--- src/rtl/mdio_master.sv ---
module mdio_master #(
  parameter int HALF_PERIOD = 20,
  parameter int ADDR_W = 12,
  parameter logic [ADDR_W-1:0] OFF_ADDR = 12'h7E4
) (
  input  logic              clk,
  input  logic              rst_n,
  input  logic              reg_wr,
  input  logic [ADDR_W-1:0] reg_addr,
  input  logic [31:0]       reg_wdata,
  output logic [31:0]       reg_rdata,
  output logic              mdc,
  output logic              mdio_o,
  output logic              mdio_oe,
  input  logic              mdio_i
);
  localparam logic [ADDR_W-1:0] OFF_WDAT = OFF_ADDR + ADDR_W'(4);
  localparam logic [ADDR_W-1:0] OFF_RDAT = OFF_ADDR + ADDR_W'(8);
  localparam logic [ADDR_W-1:0] OFF_CTRL = OFF_ADDR + ADDR_W'(12);
  localparam int CNT_W = $clog2(HALF_PERIOD + 1);
  localparam logic [CNT_W-1:0] DIV_TOP = CNT_W'(HALF_PERIOD - 1);

  logic [10:0] addr_q;
  logic [15:0] wdat_q, rdat_q;
  logic        en_q, busy_q, mdc_q, op_rd_q;
  logic [63:0] sh_q;
  logic [5:0]  bit_q;
  logic [CNT_W-1:0] div_q;

  wire hit_ctrl   = reg_wr && (reg_addr == OFF_CTRL);
  wire start      = hit_ctrl && reg_wdata[0] && reg_wdata[3] && !busy_q;
  wire tick       = busy_q && (div_q == DIV_TOP);
  wire in_reply   = op_rd_q && (bit_q >= 6'd46);

  assign mdc     = mdc_q;
  assign mdio_oe = busy_q && !in_reply;
  assign mdio_o  = mdio_oe && sh_q[63];

  always_ff @(posedge clk or negedge rst_n) begin
    if (!rst_n) begin
      addr_q <= '0; wdat_q <= '0; rdat_q <= '0;
      en_q <= 1'b0; busy_q <= 1'b0; mdc_q <= 1'b0; op_rd_q <= 1'b0;
      sh_q <= '0; bit_q <= '0; div_q <= '0;
    end else begin
      if (reg_wr && reg_addr == OFF_ADDR) addr_q <= reg_wdata[10:0];
      if (reg_wr && reg_addr == OFF_WDAT) wdat_q <= reg_wdata[15:0];
      if (hit_ctrl) en_q <= reg_wdata[3];
      if (start) begin
        busy_q  <= 1'b1;
        op_rd_q <= addr_q[10];
        div_q   <= '0;
        bit_q   <= '0;
        mdc_q   <= 1'b0;
        sh_q    <= {32'hFFFF_FFFF, 2'b01, (addr_q[10] ? 2'b10 : 2'b01),
                    addr_q[9:5], addr_q[4:0],
                    (addr_q[10] ? 18'h0 : {2'b10, wdat_q})};
      end else if (busy_q) begin
        if (tick) begin
          div_q <= '0;
          mdc_q <= ~mdc_q;
          if (!mdc_q) begin
            if (in_reply && bit_q >= 6'd48) rdat_q <= {rdat_q[14:0], mdio_i};
          end else if (bit_q == 6'd63) begin
            busy_q <= 1'b0;
          end else begin
            bit_q <= bit_q + 6'd1;
            sh_q  <= {sh_q[62:0], 1'b0};
          end
        end else begin
          div_q <= div_q + CNT_W'(1);
        end
      end
    end
  end

  always_comb begin
    reg_rdata = '0;
    if (reg_addr == OFF_ADDR) reg_rdata = {21'h0, addr_q};
    else if (reg_addr == OFF_WDAT) reg_rdata = {16'h0, wdat_q};
    else if (reg_addr == OFF_RDAT) reg_rdata = {16'h0, rdat_q};
    else if (reg_addr == OFF_CTRL) reg_rdata = {28'h0, en_q, 2'b00, busy_q};
  end

  a_r3_frame_length: assert property (@(posedge clk) disable iff (!rst_n)
    $fell(busy_q) |-> $past(bit_q) == 6'd63);
  a_r4_disabled_start: assert property (@(posedge clk) disable iff (!rst_n)
    (hit_ctrl && !reg_wdata[3] && !busy_q) |=> !busy_q);
  a_r4_no_restart: assert property (@(posedge clk) disable iff (!rst_n)
    (busy_q && hit_ctrl && bit_q != 6'd63) |=> (busy_q && bit_q >= $past(bit_q)));
  a_r5_end_low: assert property (@(posedge clk) disable iff (!rst_n)
    $fell(busy_q) |-> !mdc_q);
  a_r6_change_on_low: assert property (@(posedge clk) disable iff (!rst_n)
    (!$stable(mdio_o) && busy_q) |-> !mdc_q);
  a_r10_rdata_kept: assert property (@(posedge clk) disable iff (!rst_n)
    (busy_q && !op_rd_q) |=> $stable(rdat_q));
endmodule

--- config.mk ---
export PLATFORM = sky130hd
export DESIGN_NAME = mdio_master
export DESIGN_NICKNAME = d
export VERILOG_FILES = /design/src/rtl/mdio_master.sv
export SDC_FILE = /design/constraint.sdc
export NUM_CORES = 1
export LEC_CHECK = 0
export ABC_AREA = 1
export BUFFER_PORTS_ARGS = -buffer_cell sky130_fd_sc_hd__buf_2
export CORE_MARGIN = 1
export CORE_UTILIZATION = 56
export CTS_CLUSTER_SIZE = 30
export DETAILED_ROUTE_END_ITERATION = 6
export HOLD_SLACK_MARGIN = 0.12
export PLACE_DENSITY = 0.81
export SYNTH_ARGS = -nofsm -noshare
export SYNTH_HDL_FRONTEND = slang
export SYNTH_SLANG_ARGS = --single-unit
--- constraint.sdc ---
create_clock -name clk -period 3.4 [get_ports clk]
set_input_delay 0.34 -clock clk [delete_from_list [all_inputs] [get_ports clk]]
set_output_delay 0.34 -clock clk [all_outputs]
set_load 0.05 [all_outputs]
==> key figures <==
Worst setup path
  • Highest net fanout along the worst path: 14
  • Crit Path Class: primary input to output pin
  • CP Data Arrival Time: 2.06 ns
  • Capturing point of the worst reg2reg path: sh_q[1]$_DFFE_PN0P_
  • Reg2reg start: div_q[0]$_DFFE_PN0P_
  • Slowest cell on the critical path: sky130_fd_sc_hd__inv_2
  • Sort of element at the end of the critical path: output pin
  • Reg-to-reg setup timing slack: 1.04 ns
  • Startpoint Class: primary input
  • Required time of the worst setup path: 3.06 ns
  • Delay of the slowest cell on the worst path: 0.31 ns
  • Reg2Reg Depth: 10
  • Sequence of cells on the critical path: buf_2 -> nor2_1 -> nand2_1 -> nor2_1 -> nand4_2 -> inv_2 -> nand2_1 -> a31oi_1 -> buf_2

Routing
  • Total Wirelength: 13.5 mm
  • Vias per inst: 5.37
  • Number of DRC violations after detailed-routing iteration 0: 401
  • Antenna Violating Nets Remaining: 0
  • Vias: 5203
  • Detailed-route DRC error count: 0
  • Pre-antenna DRT Iters: 5
  • Routed length per placed instance: 14.0 um

Timing
  • Setup repair after global routing missed its margin: no
  • Hold Vio Cnt, Final: 0
  • Shortest clock period the worst path allows after layout: 2.40 ns
  • Setup-failing EPs final: 0
  • Total negative slack: 0 ns
  • Headroom to the max-slew limit: 0.365
  • Final-report max-slew violation count: 0
  • Min Hold Slack: 0.202 ns
  • Final Cycle Share: 0.705
  • Setup Skew: 0.00701 ns
  • Slew @ Worst Pin: 0.953 ns
  • Maximum frequency from static timing analysis: 0.417 GHz

Pwr
  • Power consumption: 3.25 mW
  • Sw Ratio: 0.223
  • VDD IR max: 0.303 mV
  • Part of the total power dissipated in combinational logic: 0.042
  • Power density over the cells: 462 nW/um^2
  • Switch Pwr: 724 uW
  • Proportion of power drawn by flip-flops and latches: 0.449
  • Leakage power total: 3.51 nW
  • Clock network fraction of design power: 0.509
  • Cell internal power dissipation: 2.52 mW

Hold path
  • Worst Hold End: wdat_q[13]$_DFFE_PN0P_
  • Class of the most critical hold timing path: primary input to flop
  • Worst hold path stage count: 3
  • Hold path startpoint: reg_wr

Synthesis
  • Register area share after synthesis: 0.493
  • Most numerous cell in the Yosys netlist: sky130_fd_sc_hd__nand2_1
  • Gate count of the mapped netlist: 770
  • Post-Synthesis Cell Area: 6190 sq um
  • Count of different cell masters after synthesis: 39
  • Proportion of synthesized flip-flops having asynchronous set or reset: 1.00
  • Top cells by instance count after synthesis: 240 x sky130_fd_sc_hd__nand2_1, 122 x sky130_fd_sc_hd__dfrtp_1, 77 x sky130_fd_sc_hd__nand3_1, 76 x sky130_fd_sc_hd__inv_1, 44 x sky130_fd_sc_hd__nor2_1
  • Predominant post-synthesis flop cell: sky130_fd_sc_hd__dfrtp_1
  • Average cell area after synthesis: 8.04 sq um
  • Synthesis-stage register bit count: 122
  • Number of enable flip-flop cells after synthesis: 0
  • Yosys warnings: 0
  • Top post-synthesis cells by area: sky130_fd_sc_hd__dfrtp_1 49%, sky130_fd_sc_hd__nand2_1 15%, sky130_fd_sc_hd__nand3_1 6.2%
  • Area share of the leading cell type in the synthesized netlist: 0.493
  • Library cell with the largest summed area after synthesis: sky130_fd_sc_hd__dfrtp_1

Placed design
  • Post-place instance area: 6330 sq um
  • # port buffers: 50
  • Post-DP HPWL: 8.63 mm
  • Final estimated routing congestion in global placement: 0.899

Floorplan
  • Vertical die dimension: 107 um
  • Core outline area: 10800 sq um
  • Die Span X: 107 um
  • Overall die area: 11500 sq um
  • Row cnt: 38
  • # IOs: 83
  • Starting utilization of the core area: 0.574

Clocking
  • Worst-path clk slew: 0.06 ns
  • CTS H-tree lvls: 4
  • Source-to-sink clock delay at the later pin of the worst-skew pair: 0.52 ns
  • Clock tree buffer depth: 2
  • Clock sink total: 122
  • Clock Root Buffer: sky130_fd_sc_hd__clkbuf_8
  • Number of buffers created by CTS: 17
  • CTS tree: built
  • Setup Fix Bufs, Post-CTS: 0
  • Number of gates resized after cts: 0

Cells and area
  • Antenna Diode Count: 0
  • Post-layout net count: 869
  • Core Util, Final: 0.652
  • Share of layout cells above drive strength 1: 0.146
  • Layout overhead on the synthesized area: 13.5%
  • Design Area, Final: 7030 sq um

Global routing
  • Pin count of the biggest net entering global routing: 78
  • Wire length of the first global-routing pass: 23.3 mm
  • Antenna violations before repair: 0
  • GRT Resource Usage Total: 0.261
  • Via count of the first global-routing pass: 5023
  • Total global routing overflow: 0

Job
  • Max capacitance violation total: 0

Run status
  • Result of the run: finished clean
==> worst max-delay path, delay by kind of cell <==
kind / cells / cell delay, ns
AOI/OAI and AO/OA: 1 / 0.22
buffers and inverters: 3 / 0.72
and+or+nand+nor: 5 / 0.76
==> kinds of logic after synthesis <==
kind of cell,count (synthesis),share of synthesized area
AND/OR/NAND/NOR,407,0.292
buffers and inverters,141,0.115
flip-flops,122,0.493
AO/OA/AOI/OAI,90,0.0850
XOR/XNOR,6,0.00848
adder cells (fa/ha/maj),3,0.00606
other,1,0.000605
==> area by class of cell <==
type / count / area (sq um)
multi-input cells: 522 / 2490
inverters: 83 / 312
flip-flops and latches: 122 / 3050
fillers: 827 / 3760
well taps: 140 / 175
clock inverters: 7 / 67.6
repair buffers: 72 / 458
clock buffers: 23 / 477
==> how the worst max path moves through the flow <==
stage                    startpoint              endpoint  slack [ns]  depth (start not counted)
5_1_grt        bit_q[1]$_DFFE_PN0P_  sh_q[31]$_DFFE_PN0P_        0.83                          8
2_1_floorplan      busy_q$_DFF_PN0_                mdio_o        1.00                          4
3_3_place_gp            reg_addr[5]         reg_rdata[10]        1.10                         10
6_report                reg_addr[1]          reg_rdata[4]        1.00                          9
4_1_cts        bit_q[0]$_DFFE_PN0P_                mdio_o        1.02                          6
3_5_place_dp            reg_addr[7]         reg_rdata[10]        1.08                         10
==> registers in the layout (all words and copies together), names as in the netlist <==
register	cells
rdat_q	16
mdc	1
bit_q	6
wdat_q	16
addr_q	11
en_q	1
div_q	5
busy_q	1
op_rd_q	1
sh_q	64
==> stage by stage <==
step,instances,worst slack (ns)
finish,969,1.00
detailed placement,923,1.08
CTS,969,1.02
global placement,923,1.10
floorplan,785,1.00
global route,969,0.834
==> routing by layer <==
| layer | wire [um] | vias up | track usage |
|---|---|---|---|
| met5 | 0 | - | 0 |
| met4 | 225 | 0 | 0.0949 |
| met3 | 773 | 26 | 0.0620 |
| met2 | 6620 | 209 | 0.420 |
| met1 | 5910 | 2445 | 0.344 |
| li1 | - | 2523 | - |
==> cell usage in the layout, fill, tap and decap left out, drive strengths merged <==
master	instances
nand3b	1
nand2	244
clkbuf	23
inv	82
nand4	20
dfrtp	122
o211ai	2
xnor2	1
bufinv	1
clkinvlp	3
o21ai	70
buf	56
nand3	81
o22ai	4
conb	16
nor3	7
dlygate4sd3	16
a211oi	1
nor2	51
and3	1
xor2	5
o2111ai	2
ha	3
a21oi	3
nor3b	2
a31oi	8
clkinv	4
==> power by group through the flow <==
stage	clock network [mW]	registers, mW	logic, mW
after detailed placement	0	1.48	0.121
after CTS	1.68	1.46	0.135
final	1.65	1.46	0.136
after floorplan	0	1.48	0.0790
after global placement	0	1.48	0.118
after global routing	1.74	1.46	0.149
==> repair_timing <==
| item | in CTS | in global routing |
|---|---|---|
| setup endpoints to repair | 0 | 0 |
| hold buffers | 16 | 0 |
| hold endpoints to repair | 99 | 0 |
No activity file was read; power rests on OpenSTA's default activity.
